--- src/rtl/serial_add_pkg.sv ---
package serial_add_pkg;

    typedef struct packed {
        logic sum;
        logic cout;
    } fa_out_t;

endpackage

--- src/rtl/sa_full_adder.sv ---
module sa_full_adder
    import serial_add_pkg::*;
(
    input  logic    a_i,
    input  logic    b_i,
    input  logic    cin_i,
    output fa_out_t res_o
);
    always_comb begin
        res_o.sum  = a_i ^ b_i ^ cin_i;
        res_o.cout = (a_i & b_i) | (a_i & cin_i) | (b_i & cin_i);
    end
endmodule

--- src/rtl/sa_shift_reg.sv ---
module sa_shift_reg #(
    parameter int WIDTH = 4
) (
    input  logic             clk,
    input  logic             rst_n,
    input  logic             load_i,
    input  logic             shift_i,
    input  logic [WIDTH-1:0] par_i,
    input  logic             ser_i,
    output logic [WIDTH-1:0] q_o
);
    logic [WIDTH-1:0] q_d, q_q;

    always_comb begin
        q_d = q_q;
        if (load_i)
            q_d = par_i;
        else if (shift_i)
            q_d = {ser_i, q_q[WIDTH-1:1]};
    end

    always_ff @(posedge clk or negedge rst_n) begin
        if (!rst_n) q_q <= '0;
        else        q_q <= q_d;
    end

    assign q_o = q_q;

    assert_load_copies_R2: assert property (@(posedge clk) disable iff (!rst_n)
        load_i |=> q_q == $past(par_i));

    assert_shift_right_R9: assert property (@(posedge clk) disable iff (!rst_n)
        (!load_i && shift_i) |=> q_q == {$past(ser_i), $past(q_q[WIDTH-1:1])});

    assert_hold_R9: assert property (@(posedge clk) disable iff (!rst_n)
        (!load_i && !shift_i) |=> $stable(q_q));
endmodule

--- src/rtl/sa_ctrl.sv ---
module sa_ctrl #(
    parameter int WIDTH = 4
) (
    input  logic clk,
    input  logic rst_n,
    input  logic load_i,
    input  logic start_i,
    output logic load_ok_o,
    output logic busy_o,
    output logic done_o
);
    localparam int CNT_W = (WIDTH > 2) ? $clog2(WIDTH) : 1;
    localparam logic [CNT_W-1:0] LAST = CNT_W'(WIDTH - 1);

    typedef struct packed {
        logic             busy;
        logic [CNT_W-1:0] cnt;
        logic             done;
    } ctrl_t;

    ctrl_t s_d, s_q;

    always_comb begin
        s_d      = s_q;
        s_d.done = 1'b0;
        if (s_q.busy) begin
            s_d.cnt = s_q.cnt + CNT_W'(1);
            if (s_q.cnt == LAST) begin
                s_d.busy = 1'b0;
                s_d.done = 1'b1;
                s_d.cnt  = '0;
            end
        end else if (start_i && !load_i) begin
            s_d.busy = 1'b1;
            s_d.cnt  = '0;
        end
    end

    always_ff @(posedge clk or negedge rst_n) begin
        if (!rst_n) s_q <= '0;
        else        s_q <= s_d;
    end

    assign load_ok_o = load_i && !s_q.busy;
    assign busy_o    = s_q.busy;
    assign done_o    = s_q.done;

    assert_done_one_cycle_R3: assert property (@(posedge clk) disable iff (!rst_n)
        s_q.done |=> !s_q.done);

    assert_ends_after_width_R3: assert property (@(posedge clk) disable iff (!rst_n)
        (s_q.busy && s_q.cnt == LAST) |=> (s_q.done && !s_q.busy));

    assert_start_begins_R3: assert property (@(posedge clk) disable iff (!rst_n)
        (!s_q.busy && start_i && !load_i) |=> (s_q.busy && s_q.cnt == '0));

    assert_start_with_load_R8: assert property (@(posedge clk) disable iff (!rst_n)
        (!s_q.busy && start_i && load_i) |=> (!s_q.busy && !s_q.done));

    assert_start_ignored_R6: assert property (@(posedge clk) disable iff (!rst_n)
        (s_q.busy && s_q.cnt != LAST && start_i) |=>
            (s_q.busy && s_q.cnt == $past(s_q.cnt) + CNT_W'(1)));
endmodule

--- src/rtl/serial_adder4.sv ---
module serial_adder4
    import serial_add_pkg::*;
#(
    parameter int WIDTH = 4
) (
    input  logic             clk,
    input  logic             rst_n,
    input  logic             load_i,
    input  logic             start_i,
    input  logic [WIDTH-1:0] opa_i,
    input  logic [WIDTH-1:0] opb_i,
    output logic [WIDTH-1:0] sum_o,
    output logic             carry_o,
    output logic             done_o
);
    logic             load_ok, busy;
    logic [WIDTH-1:0] a_q, b_q;
    fa_out_t          fa;
    logic             carry_d, carry_q;

    sa_ctrl #(.WIDTH(WIDTH)) u_ctrl (
        .clk      (clk),
        .rst_n    (rst_n),
        .load_i   (load_i),
        .start_i  (start_i),
        .load_ok_o(load_ok),
        .busy_o   (busy),
        .done_o   (done_o)
    );

    sa_shift_reg #(.WIDTH(WIDTH)) u_reg_a (
        .clk    (clk),
        .rst_n  (rst_n),
        .load_i (load_ok),
        .shift_i(busy),
        .par_i  (opa_i),
        .ser_i  (fa.sum),
        .q_o    (a_q)
    );

    sa_shift_reg #(.WIDTH(WIDTH)) u_reg_b (
        .clk    (clk),
        .rst_n  (rst_n),
        .load_i (load_ok),
        .shift_i(busy),
        .par_i  (opb_i),
        .ser_i  (1'b0),
        .q_o    (b_q)
    );

    sa_full_adder u_fa (
        .a_i  (a_q[0]),
        .b_i  (b_q[0]),
        .cin_i(carry_q),
        .res_o(fa)
    );

    always_comb begin
        carry_d = carry_q;
        if (load_ok)
            carry_d = 1'b0;
        else if (busy)
            carry_d = fa.cout;
    end

    always_ff @(posedge clk or negedge rst_n) begin
        if (!rst_n) carry_q <= 1'b0;
        else        carry_q <= carry_d;
    end

    assign sum_o   = a_q;
    assign carry_o = carry_q;

    assert_load_clears_carry_R5: assert property (@(posedge clk) disable iff (!rst_n)
        load_ok |=> (carry_q == 1'b0 && a_q == $past(opa_i)));

    assert_busy_load_ignored_R7: assert property (@(posedge clk) disable iff (!rst_n)
        (busy && load_i) |=> a_q == {$past(fa.sum), $past(a_q[WIDTH-1:1])});

    assert_idle_carry_held_R9: assert property (@(posedge clk) disable iff (!rst_n)
        (!busy && !load_i) |=> $stable(carry_q));
endmodule

--- config.mk ---
export PLATFORM = sky130hd
export DESIGN_NAME = serial_adder4
export DESIGN_NICKNAME = d
export VERILOG_FILES = /design/src/rtl/serial_add_pkg.sv /design/src/rtl/sa_full_adder.sv /design/src/rtl/sa_shift_reg.sv /design/src/rtl/sa_ctrl.sv /design/src/rtl/serial_adder4.sv
export SDC_FILE = /design/constraint.sdc
export NUM_CORES = 1
export LEC_CHECK = 0
export ABC_CLOCK_PERIOD_IN_PS = 1550
export CAP_MARGIN = 20
export CORE_AREA = 3 3 42 44
export DETAILED_ROUTE_END_ITERATION = 16
export DIE_AREA = 0 0 45 47
export GPL_TIMING_DRIVEN = 1
export PLACE_DENSITY = 0.72
export SLEW_MARGIN = 10
export SYNTH_ARGS = -nofsm -noshare
export SYNTH_HDL_FRONTEND = slang
export SYNTH_SLANG_ARGS = --single-unit
export TNS_END_PERCENT = 1
--- constraint.sdc ---
create_clock -name clk -period 1.55 [get_ports clk]
set_clock_uncertainty 0.15 [all_clocks]
set_input_delay 0.31 -clock clk [delete_from_list [all_inputs] [get_ports clk]]
set_output_delay 0.31 -clock clk [all_outputs]
set_load 0.005 [all_outputs]
==> flow_summary_export.csv <==
group,metric,value,unit
placement,preCtsSetupSlack,-0.00286,ns
power,p_leak,0.000430,uW
clocking,worst_skew_pair.late_latency,0.27,ns
setup_path,crit_path_top_delay_cell,"sky130_fd_sc_hd__fa_1",
clocking,h_tree_lvls,1,
floorplanning,design.die.area,2120,sq um
final_layout,post-route-util,0.586,
worst_hold_path,hp-class,"in2async",
placement,cell_count_after_placement,87,
drt,top_layer,"met4",
drt,detail_route.first_pass.iterations,4,
timing,slew_viol_final,0,
drt,antenna_left,0,
power,peakVddDrop,0.000729,V
drt,detailroute.via_count,477,
yosys,synthesis.area,622,sq um
run,max_cap_viol_count,0,
final_layout,post_route_design_area,862,sq um
yosys,synth_cells,54,
clocking,clock_sinks,13,
floorplanning,floorplan_core_area,1470,sq um
drt,detail_route.drc_violations,0,
drt,avgRoutedWirePerCell,13.5,um
timing,achievable-frequency,716,MHz
placement,place_area,813,sq um
final_layout,antenna_cells_inserted,0,
setup_path,worst_setup_path_end_kind,"flip-flop",
floorplanning,placement_rows,14,
global_route,grt_pass1_wl,2170,um
global_route,grt_max_degree,17,
yosys,total_nets_after_synthesis,68,
final_layout,stdcell_count,95,
timing,slew-limit-headroom,0.836,
setup_path,cp_top_family,"adder cells",
floorplanning,boundaryPins,18,
floorplanning,start_util,0.423,
setup_path,critPathMaxFanout,2,
placement,place_congestion,0.719,
yosys,synth_seq_cells,13,
setup_path,timing.critical_path.buf_inv,2,
floorplanning,die_h,47,um
yosys,yosys.cell_types.count,17,
setup_path,criticalPathCategory,"reg2reg",
timing,setup_tns,0,ns
global_route,first_global_vias,489,
drt,detailedRoute.firstIterationViolations,5,
setup_path,r2r.worst_path.cells,4,
setup_path,crit_path_start_kind,"flip-flop",
drt,routed_wl,1280,um
placement,detailed_place_hpwl,947,um
global_route,grt_util_all_layers,0.154,
clocking,clk_root_buffer_cell,"sky130_fd_sc_hd__clkbuf_4",
timing,min_setup_slack_post_route,0.153,ns
run_status,run_status,"completed",
clocking,clock_tree.buffer_depth,2,
power,power.density,1660,nW/um^2
placement,placement.io_buffers,17,
timing,timing.final.crit_period,1.40,ns
yosys,synthesis.yosys.warnings,0,
setup_path,path_cells,"buf_4, inv_1, fa_1, mux2i_1",
drt,met2WireLength,648,um
clocking,clk_transition_reported_paths,0.08,ns
setup_path,arrival_time_at_the_worst_endpoint,1.44,ns
final_layout,areaGrowthSynthToFinish,38.6,%
global_route,grt_antenna_before_repair,0,
setup_path,worst_ep_required_time,1.59,ns
clocking,numCtsBuffers,3,
timing,grt_setup_unrepaired,"false",
yosys,post_synth.cell_area_avg,11.5,sq um
timing,finalCritPeriodShare,0.901,
drt,total_length_of_routed_met3_wires,83,um
floorplanning,die_x,45,um
final_layout,layout-drive-gt1-share,0.152,
timing,worst_pin_slew,0.245,ns
drt,vias_per_cell,5.02,
setup_path,total_number_of_cells_along_the_worst_setup_path,4,
clocking,cts_hold_bufs,0,
setup_path,slowest_delay,0.44,ns
yosys,synth.yosys.seq_area_share,0.523,
timing,timing_hold_violations_final,0,
drt,met1Wirelength,524,um
clocking,tritoncts,"built",
global_route,overflow,0,
timing,setup_violations,0,
final_layout,design.final.nets,94,
==> registers in the layout (all words and copies together) (netlist names) <==
register       flops
carry_o            1
u_ctrl.busy_o      1
u_ctrl.done_o      1
u_ctrl.s_q         2
u_reg_a.q_o        4
u_reg_b.q_o        4
==> metal layers <==
layer	vias up	track usage
li1	231	-
met5	-	0
met3	2	0.0460
met1	227	0.187
met2	17	0.246
met4	0	0.0877
==> cells in the final DEF, fill, tap and decap left out, types with 2 or more instances in the layout <==
cell type and n:
sky130_fd_sc_hd__dlygate4sd2_1 6, sky130_fd_sc_hd__clkbuf_4 3, sky130_fd_sc_hd__clkdlybuf4s50_1 11, sky130_fd_sc_hd__inv_1 3
sky130_fd_sc_hd__mux2i_1 10, sky130_fd_sc_hd__nor2_1 2, sky130_fd_sc_hd__buf_4 8, sky130_fd_sc_hd__a22o_1 2
sky130_fd_sc_hd__dfrtp_1 13, sky130_fd_sc_hd__nor2b_1 2, sky130_fd_sc_hd__nand2_1 6, sky130_fd_sc_hd__o21ai_0 6
==> logic make-up (layout without fill, tap and decap cells) <==
| family | after synthesis | in the layout | synth area share |
|---|---|---|---|
| flops | 13 | 13 | 0.523 |
| simple gates | 13 | 13 | 0.111 |
| mux | 10 | 10 | 0.161 |
| compound gates | 9 | 9 | 0.0885 |
| buf+inv | 7 | 32 | 0.0644 |
| fa+ha+maj | 2 | 2 | 0.0523 |
==> Yosys cell counts, drive strengths merged <==
| cell type | n | area share |
|---|---|---|
| nor2b | 2 | 0.020 |
| nand2 | 6 | 0.036 |
| a22o | 2 | 0.028 |
| buf | 4 | 0.046 |
| inv | 3 | 0.018 |
| dfrtp | 13 | 0.52 |
| nand2b | 2 | 0.032 |
| fa | 1 | 0.032 |
| o21ai | 6 | 0.048 |
| o31ai | 1 | 0.012 |
| ha | 1 | 0.020 |
| and2 | 1 | 0.010 |
| nor2 | 2 | 0.012 |
| mux2i | 10 | 0.16 |
==> where the power goes <==
part | total, uW | leakage (uW) | internal, uW | switching [uW]
clock | 204 | 0.0000150 | 99.6 | 104
combinational | 644 | 0.000252 | 358 | 286
sequential | 585 | 0.000163 | 492 | 93.0
total | 1430 | 0.000430 | 949 | 483
==> repair_timing <==
item / 4_1_cts / 5_1_grt
setup buffers: 4 / 0
resized for setup: 6 / 0
endpoints found under the setup margin: 6 / 0
==> final timing paths <==
check                               startpoint        endpoint  slack [ns]
worst max-delay path            u_reg_a.q_o[0]  u_reg_a.q_o[3]        0.15
worst min-delay path                     rst_n         carry_o        0.20
worst max register to register  u_reg_a.q_o[0]  u_reg_a.q_o[3]        0.15
worst min register to register  u_reg_b.q_o[1]  u_reg_b.q_o[0]        0.33
max in group asynchronous                rst_n  u_reg_b.q_o[3]        0.89
min in group clk                u_reg_b.q_o[1]  u_reg_b.q_o[0]        0.33
==> through the flow <==
stage          hold WS (ns)  total power (uW)
2_1_floorplan        -0.136               937
3_3_place_gp          0.314              1180
3_5_place_dp          0.321              1220
4_1_cts               0.198              1450
5_1_grt               0.213              1580
6_report              0.202              1430
==> final cells by class <==
type	count	area [sq um]
Fill cell	126	609
Sequential cell	13	325
Multi-Input combinational cell	34	256
Timing Repair Buffer	25	223
Clock buffer	4	26.3
Tap cell	16	20.0
Inverter	3	11.3
(Power assumes the default switching activity.)
